--- src/rtl/rp_pkg.sv ---
package rp_pkg;

    typedef enum logic {
        SRC_SAMPLE = 1'b0,
        SRC_RAMP   = 1'b1
    } src_sel_e;

    typedef enum logic {
        CHK_SEED  = 1'b0,
        CHK_TRACK = 1'b1
    } chk_state_e;

    function automatic src_sel_e decode_sel(input logic ramp_bit);
        return ramp_bit ? SRC_RAMP : SRC_SAMPLE;
    endfunction

endpackage

--- src/rtl/rp_ramp_counter.sv ---
module rp_ramp_counter #(
    parameter int W = 16
) (
    input  logic         clk,
    input  logic         rst,
    input  logic         adv,
    output logic [W-1:0] cnt
);
    localparam logic [W-1:0] ONE = W'(1);

    logic [W-1:0] cnt_q;

    always_ff @(posedge clk) begin
        if (rst)      cnt_q <= '0;
        else if (adv) cnt_q <= cnt_q + ONE;
    end

    assign cnt = cnt_q;

    AST_RAMP_HOLD: assert property (@(posedge clk) disable iff (rst)
        !adv |=> $stable(cnt));
    AST_RAMP_STEP: assert property (@(posedge clk) disable iff (rst)
        adv |=> (cnt - $past(cnt)) == ONE);
endmodule

--- src/rtl/rp_injector.sv ---
module rp_injector
    import rp_pkg::*;
#(
    parameter int W = 16
) (
    input  logic         clk,
    input  logic         rst,
    input  logic         in_valid,
    input  logic [W-1:0] in_data,
    input  src_sel_e     sel,
    input  logic [W-1:0] ramp,
    output logic         out_valid,
    output logic [W-1:0] out_data
);
    typedef struct packed {
        logic         vld;
        logic [W-1:0] dat;
    } beat_t;

    beat_t beat_d, beat_q;

    always_comb begin
        beat_d.vld = in_valid;
        beat_d.dat = beat_q.dat;
        if (in_valid) begin
            beat_d.dat = (sel == SRC_RAMP) ? ramp : in_data;
        end
    end

    always_ff @(posedge clk) begin
        if (rst) beat_q <= '0;
        else     beat_q <= beat_d;
    end

    assign out_valid = beat_q.vld;
    assign out_data  = beat_q.dat;

    AST_VALID_FOLLOWS: assert property (@(posedge clk) disable iff (rst)
        in_valid |=> out_valid);
    AST_IDLE_FOLLOWS: assert property (@(posedge clk) disable iff (rst)
        !in_valid |=> !out_valid);
    AST_SAMPLE_PASS: assert property (@(posedge clk) disable iff (rst)
        (in_valid && sel == SRC_SAMPLE) |=> out_data == $past(in_data));
    AST_RAMP_PASS: assert property (@(posedge clk) disable iff (rst)
        (in_valid && sel == SRC_RAMP) |=> out_data == $past(ramp));
endmodule

--- src/rtl/rp_seq_checker.sv ---
module rp_seq_checker
    import rp_pkg::*;
#(
    parameter int W     = 16,
    parameter int CNT_W = 8
) (
    input  logic             clk,
    input  logic             rst,
    input  logic             valid,
    input  logic [W-1:0]     data,
    input  logic             rearm,
    output logic             err,
    output logic [CNT_W-1:0] err_count,
    output logic             fail_seen,
    output logic [W-1:0]     first_exp,
    output logic [W-1:0]     first_got
);
    localparam logic [CNT_W-1:0] CNT_MAX = {CNT_W{1'b1}};
    localparam logic [CNT_W-1:0] CNT_ONE = CNT_W'(1);
    localparam logic [W-1:0]     ONE     = W'(1);

    typedef struct packed {
        logic         seen;
        logic [W-1:0] exp;
        logic [W-1:0] got;
    } miss_t;

    chk_state_e       state;
    logic [W-1:0]     expect_q;
    logic             err_q;
    logic [CNT_W-1:0] cnt_q;
    miss_t            miss_q;
    logic             mismatch;

    assign mismatch = valid && (state == CHK_TRACK) && (data != expect_q);

    always_ff @(posedge clk) begin
        if (rst) begin
            state    <= CHK_SEED;
            expect_q <= '0;
            err_q    <= 1'b0;
            cnt_q    <= '0;
            miss_q   <= '0;
        end else begin
            err_q <= 1'b0;
            if (rearm) begin
                state  <= CHK_SEED;
                cnt_q  <= '0;
                miss_q <= '0;
            end else if (valid) begin
                state    <= CHK_TRACK;
                expect_q <= data + ONE;
                if (mismatch) begin
                    err_q <= 1'b1;
                    if (cnt_q != CNT_MAX) cnt_q <= cnt_q + CNT_ONE;
                    if (!miss_q.seen) miss_q <= '{seen: 1'b1, exp: expect_q, got: data};
                end
            end
        end
    end

    assign err       = err_q;
    assign err_count = cnt_q;
    assign fail_seen = miss_q.seen;
    assign first_exp = miss_q.exp;
    assign first_got = miss_q.got;

    AST_SEED_QUIET: assert property (@(posedge clk) disable iff (rst)
        (state == CHK_SEED) |=> !err);
    AST_PULSE_INC: assert property (@(posedge clk) disable iff (rst)
        (err && $past(err_count) != CNT_MAX) |-> err_count == $past(err_count) + CNT_ONE);
    AST_NO_OVERFLOW: assert property (@(posedge clk) disable iff (rst)
        !rearm |=> err_count >= $past(err_count));
    AST_FIRST_HOLD: assert property (@(posedge clk) disable iff (rst)
        (fail_seen && !rearm) |=> ($stable(first_exp) && $stable(first_got) && fail_seen));
    AST_REARM_CLEAR: assert property (@(posedge clk) disable iff (rst)
        rearm |=> (err_count == '0 && !fail_seen && !err));
endmodule

--- src/rtl/stream_ramp_probe.sv ---
module stream_ramp_probe
    import rp_pkg::*;
#(
    parameter int DATA_W = 16,
    parameter int ERR_W  = 8
) (
    input  logic              clk,
    input  logic              rst,
    input  logic              sel_we,
    input  logic              sel_ramp,
    input  logic              src_valid,
    input  logic [DATA_W-1:0] src_data,
    output logic              dst_valid,
    output logic [DATA_W-1:0] dst_data,
    input  logic              chk_valid,
    input  logic [DATA_W-1:0] chk_data,
    input  logic              chk_rearm,
    output logic              chk_err,
    output logic [ERR_W-1:0]  chk_err_count,
    output logic              chk_fail_seen,
    output logic [DATA_W-1:0] chk_first_exp,
    output logic [DATA_W-1:0] chk_first_got
);
    src_sel_e          sel_q;
    logic [DATA_W-1:0] ramp;

    always_ff @(posedge clk) begin
        if (rst)         sel_q <= SRC_SAMPLE;
        else if (sel_we) sel_q <= decode_sel(sel_ramp);
    end

    AST_SEL_WRITE: assert property (@(posedge clk) disable iff (rst)
        sel_we |=> sel_q == decode_sel($past(sel_ramp)));
    AST_SEL_KEEP: assert property (@(posedge clk) disable iff (rst)
        !sel_we |=> $stable(sel_q));

    rp_ramp_counter #(.W(DATA_W)) u_ramp (
        .clk (clk),
        .rst (rst),
        .adv (src_valid),
        .cnt (ramp)
    );

    rp_injector #(.W(DATA_W)) u_inject (
        .clk       (clk),
        .rst       (rst),
        .in_valid  (src_valid),
        .in_data   (src_data),
        .sel       (sel_q),
        .ramp      (ramp),
        .out_valid (dst_valid),
        .out_data  (dst_data)
    );

    rp_seq_checker #(.W(DATA_W), .CNT_W(ERR_W)) u_check (
        .clk       (clk),
        .rst       (rst),
        .valid     (chk_valid),
        .data      (chk_data),
        .rearm     (chk_rearm),
        .err       (chk_err),
        .err_count (chk_err_count),
        .fail_seen (chk_fail_seen),
        .first_exp (chk_first_exp),
        .first_got (chk_first_got)
    );
endmodule

--- config.mk ---
export PLATFORM = sky130hd
export DESIGN_NAME = stream_ramp_probe
export DESIGN_NICKNAME = d
export VERILOG_FILES = /design/src/rtl/rp_pkg.sv /design/src/rtl/rp_ramp_counter.sv /design/src/rtl/rp_injector.sv /design/src/rtl/rp_seq_checker.sv /design/src/rtl/stream_ramp_probe.sv
export SDC_FILE = /design/constraint.sdc
export NUM_CORES = 1
export LEC_CHECK = 0
export BUFFER_PORTS_ARGS = -buffer_cell sky130_fd_sc_hd__buf_4
export CAP_MARGIN = 30
export CORE_UTILIZATION = 54
export DETAILED_ROUTE_END_ITERATION = 7
export PLACE_DENSITY = 0.78
export SLEW_MARGIN = 20
export SYNTH_ARGS = -nofsm -noshare
export SYNTH_HDL_FRONTEND = slang
export SYNTH_SLANG_ARGS = --single-unit
--- constraint.sdc ---
create_clock -name clk -period 2.2 [get_ports clk]
set_clock_uncertainty 0.2 [all_clocks]
set_input_delay 0.44 -clock clk [delete_from_list [all_inputs] [get_ports clk]]
set_output_delay 0.44 -clock clk [all_outputs]
set_load 0.1 [all_outputs]
==> impl_metrics.csv <==
group,metric,value,unit
critical_path,worstPathCellList,"xor2_1 > nor4_2 > and4_1 > buf_4 > o21ai_0 > a21oi_1",
timing,hold_viol,0,
clock_tree,root_buffer,"clkbuf_8",
routing,drc,0,
routing,dr.pass1.iters,4,
floorplan,placementRows,31,
floorplan,die_w,89.9,um
critical_path,worst_path_max_delay_cell,"nor4_2",
floorplan,die_area,0.00808,mm2
synth,syn_area_per_cell,8.71,um2
timing,period_minus_slack,2.01,ns
critical_path,required,2.27,ns
clock_tree,clk_latency,0.35,ns
global_routing,grt-ovfl-total,0,
routing,wirelength,9770,um
clock_tree,cts.reportedPaths.clkPinSlew,0.08,ns
power,power_density,656,mW/mm2
critical_path,r2r_end,"u_check.err_count[1]",
placed_design,dp_cells,656,
synth,seq_area_frac_synth,44.6,%
critical_path,worst-setup-path-type,"flop to flop",
critical_path,critPathMaxFanout,14,
routing,drtIter0Drc,163,
synth,yosysUniqueCellTypes,37,
power,ir_drop,424,uV
critical_path,arrival,2.08,ns
timing,max_slew_margin,63.8,%
synth,synth_top_cell_area_share,44.6,%
floorplan,ioPinCount,98,
final_layout,synthToLayoutAreaGrowth,24.4,%
synth,synth-async-reset-ratio,0,%
clock_tree,h-tree-depth,3,
placed_design,port-buffer-count,97,
final_layout,final_util,70.4,%
global_routing,grt_util_met1,30.7,%
synth,syn_area,0.00417,mm2
synth,ys_ff_latch,93,
synth,netlist_instances,479,
synth,synth_xor_area_share,8.61,%
timing,max_freq,0.497,GHz
clock_tree,clock-sinks,93,
synth,ys_warn_count,0,
synth,synthMuxAreaShare,4.56,%
clock_tree,ctsLongestPathBuffers,2,
floorplan,start_util,56.6,%
synth,yosysMostFrequentCell,"dfxtp_1",
global_routing,grtUsageMet3,5.75,%
clock_tree,holdBufCountCts,0,
critical_path,max_stage_delay,0.38,ns
placed_design,dp_hpwl,7020,um
final_layout,final_area,0.00519,mm2
final_layout,multi_input_area,0.00212,mm2
routing,ant_nets,0,
global_routing,antenna_found_initial,0,
final_layout,fill_cells,627,
synth,yosysTopAreaCell,"dfxtp_1",
floorplan,core_area,0.00737,mm2
critical_path,critical_path.top_delay_family,"simple AND/OR/NAND/NOR gates",
critical_path,rr_worst_depth,6,
synth,synth_ff_type,"dfxtp_1",
status,status,"finished, final reports clean",
timing,grt_setup_unrepaired,"no",
clock_tree,cts_tree,"yes",
power,power,3.40,mW
routing,via_per_inst,5.55,
critical_path,reg2reg_slack,0.19,ns
critical_path,worst-path-buf-inv,1,
global_routing,grt_use_met2,42.1,%
global_routing,grt_max_degree,52,
final_layout,fin_cells,671,
final_layout,drive_gt1_share,25.5,%
critical_path,cp_num_cells,6,
timing,drv_slew,0,
timing,setup_violations,0,
global_routing,grt.total_usage,24.5,%
synth,synth_compound_area_share,16.5,%
final_layout,antenna_cells,0,
min_path,hold_path_class,"input port to flop",
synth,synth-adder-area-share,0.900,%
synth,ys_top_cells_by_area,"dfxtp_1, xor2_1, nand3_1, nor2_1, a211oi_1",
power,total_leakage_power,1.99,nW
routing,routedWlPerCell,14.6,um
final_layout,final_nets,610,
critical_path,rr_startpoint,"u_check.expect_q[1]",
critical_path,crit_start,"u_check.expect_q[1]",
critical_path,start_kind,"flop",
min_path,min_from,"sel_ramp",
synth,synth_simple_gate_area_share,20.0,%
synth,synthTopCellsByCount,"dfxtp_1, nor2_1, nand3_1",
global_routing,busiest_layer,"met2",
placed_design,gp_congestion,0.834,
timing,worst_pin_slew,0.543,ns
routing,vias,3721,
floorplan,die_h,89.9,um
critical_path,endpoint_kind,"flop",
placed_design,place_area,0.00500,mm2
final_layout,regArea,0.00187,mm2
run,maxCapViolCount,0,
min_path,hold_depth,3,
synth,synth_top_family_by_area,"simple AND/OR/NAND/NOR gates",
min_path,whs_endpoint,"sel_q",
synth,synth_edf_count,0,
clock_tree,numCtsBuffers,9,
global_routing,grt_first_pass_wirelength,16400,um
synth,syn_nets,521,
global_routing,grt_pass1_vias,3532,
timing,period_share,91.5,%
==> flip-flops by register name, summed over array words and instances, names as in the netlist <==
name and count:
u_inject.out_data 16, u_check.state 1, u_ramp.cnt 16, u_check.err_count 8, u_check.first_exp 16, u_check.fail_seen 1, sel_q 1, u_check.first_got 16
u_check.err 1, u_inject.out_valid 1, u_check.expect_q 16
==> power breakdown <==
part / internal, mW / switching, mW / total [mW]
Sequential: 1.73 / 0.0411 / 1.78
Combinational: 0.175 / 0.375 / 0.551
Clock: 0.518 / 0.560 / 1.08
==> kinds of logic after synthesis <==
kind of cell | after synthesis
fa+ha+maj | 3
mux | 19
buf+inv | 40
compound gates | 116
xor+xnor | 41
flops | 93
simple gates | 167
==> layout by cell type (no fill, tap or decap), drive strengths merged, types with 2 or more instances in the layout <==
master	Yosys	routed
nor2b	3	3
nor2	60	60
clkbuf	22	11
a31oi	2	2
mux2i	19	19
a21oi	37	37
and4	5	5
nand2	14	14
and3	2	2
clkinvlp	0	2
nand3	51	51
dfxtp	93	93
nand4	8	8
or3	8	8
nor4	6	6
and2	3	3
o21ai	40	40
buf	17	117
a211oi	29	29
xnor2	9	9
o21a	2	2
ha	3	3
nor3	4	4
a311oi	4	4
xor2	32	32
==> how the worst max path moves through the flow <==
| stage | end | slack (ns) |
|---|---|---|
| 4_1_cts | u_check.err_count[1] | 0.13 |
| 3_5_place_dp | u_check.err_count[1] | -0.09 |
| 2_1_floorplan | u_check.err_count[5] | 0.07 |
| 5_1_grt | u_check.err_count[1] | 0.04 |
| 3_3_place_gp | u_check.err_count[5] | 0.007 |
| 6_report | u_check.err_count[1] | 0.19 |
==> metal layers <==
| metal | part of all wire [%] | wire (um) |
|---|---|---|
| met5 | 0 | 0 |
| met4 | 1.0 | 101 |
| met3 | 5.1 | 498 |
| met2 | 49 | 4830 |
| met1 | 44 | 4350 |
==> metrics by stage <==
step / setup WS [ns] / TNS (ns) / hold slack, ns
detailed placement: -0.0907 / -1.70 / 0.268
global placement: 0.00711 / 0 / 0.263
finish: 0.188 / 0 / 0.136
global route: 0.0357 / 0 / 0.135
floorplan: 0.0745 / 0 / 0.251
CTS: 0.127 / 0 / 0.122
==> worst min-delay path: stages <==
cell and delay [ns]:
buf_4 0.08, mux2i_1 0.06, nor2_1 0.07
==> cell type report <==
| cell class | instances | area share [%] |
|---|---|---|
| multi-input cells | 346 | 40.8 |
| clock inverters | 4 | 0.965 |
| repair buffers | 117 | 17.2 |
| inverters | 1 | 0.0724 |
| flip-flops and latches | 93 | 36.0 |
| clock buffers | 11 | 2.53 |
| well taps | 99 | 2.39 |
==> what timing repair did <==
action                                  in CTS  in global routing
resized for setup                            0                  1
endpoints found under the setup margin       0                  1
setup buffers                                0                  0
(Power assumes the default switching activity.)
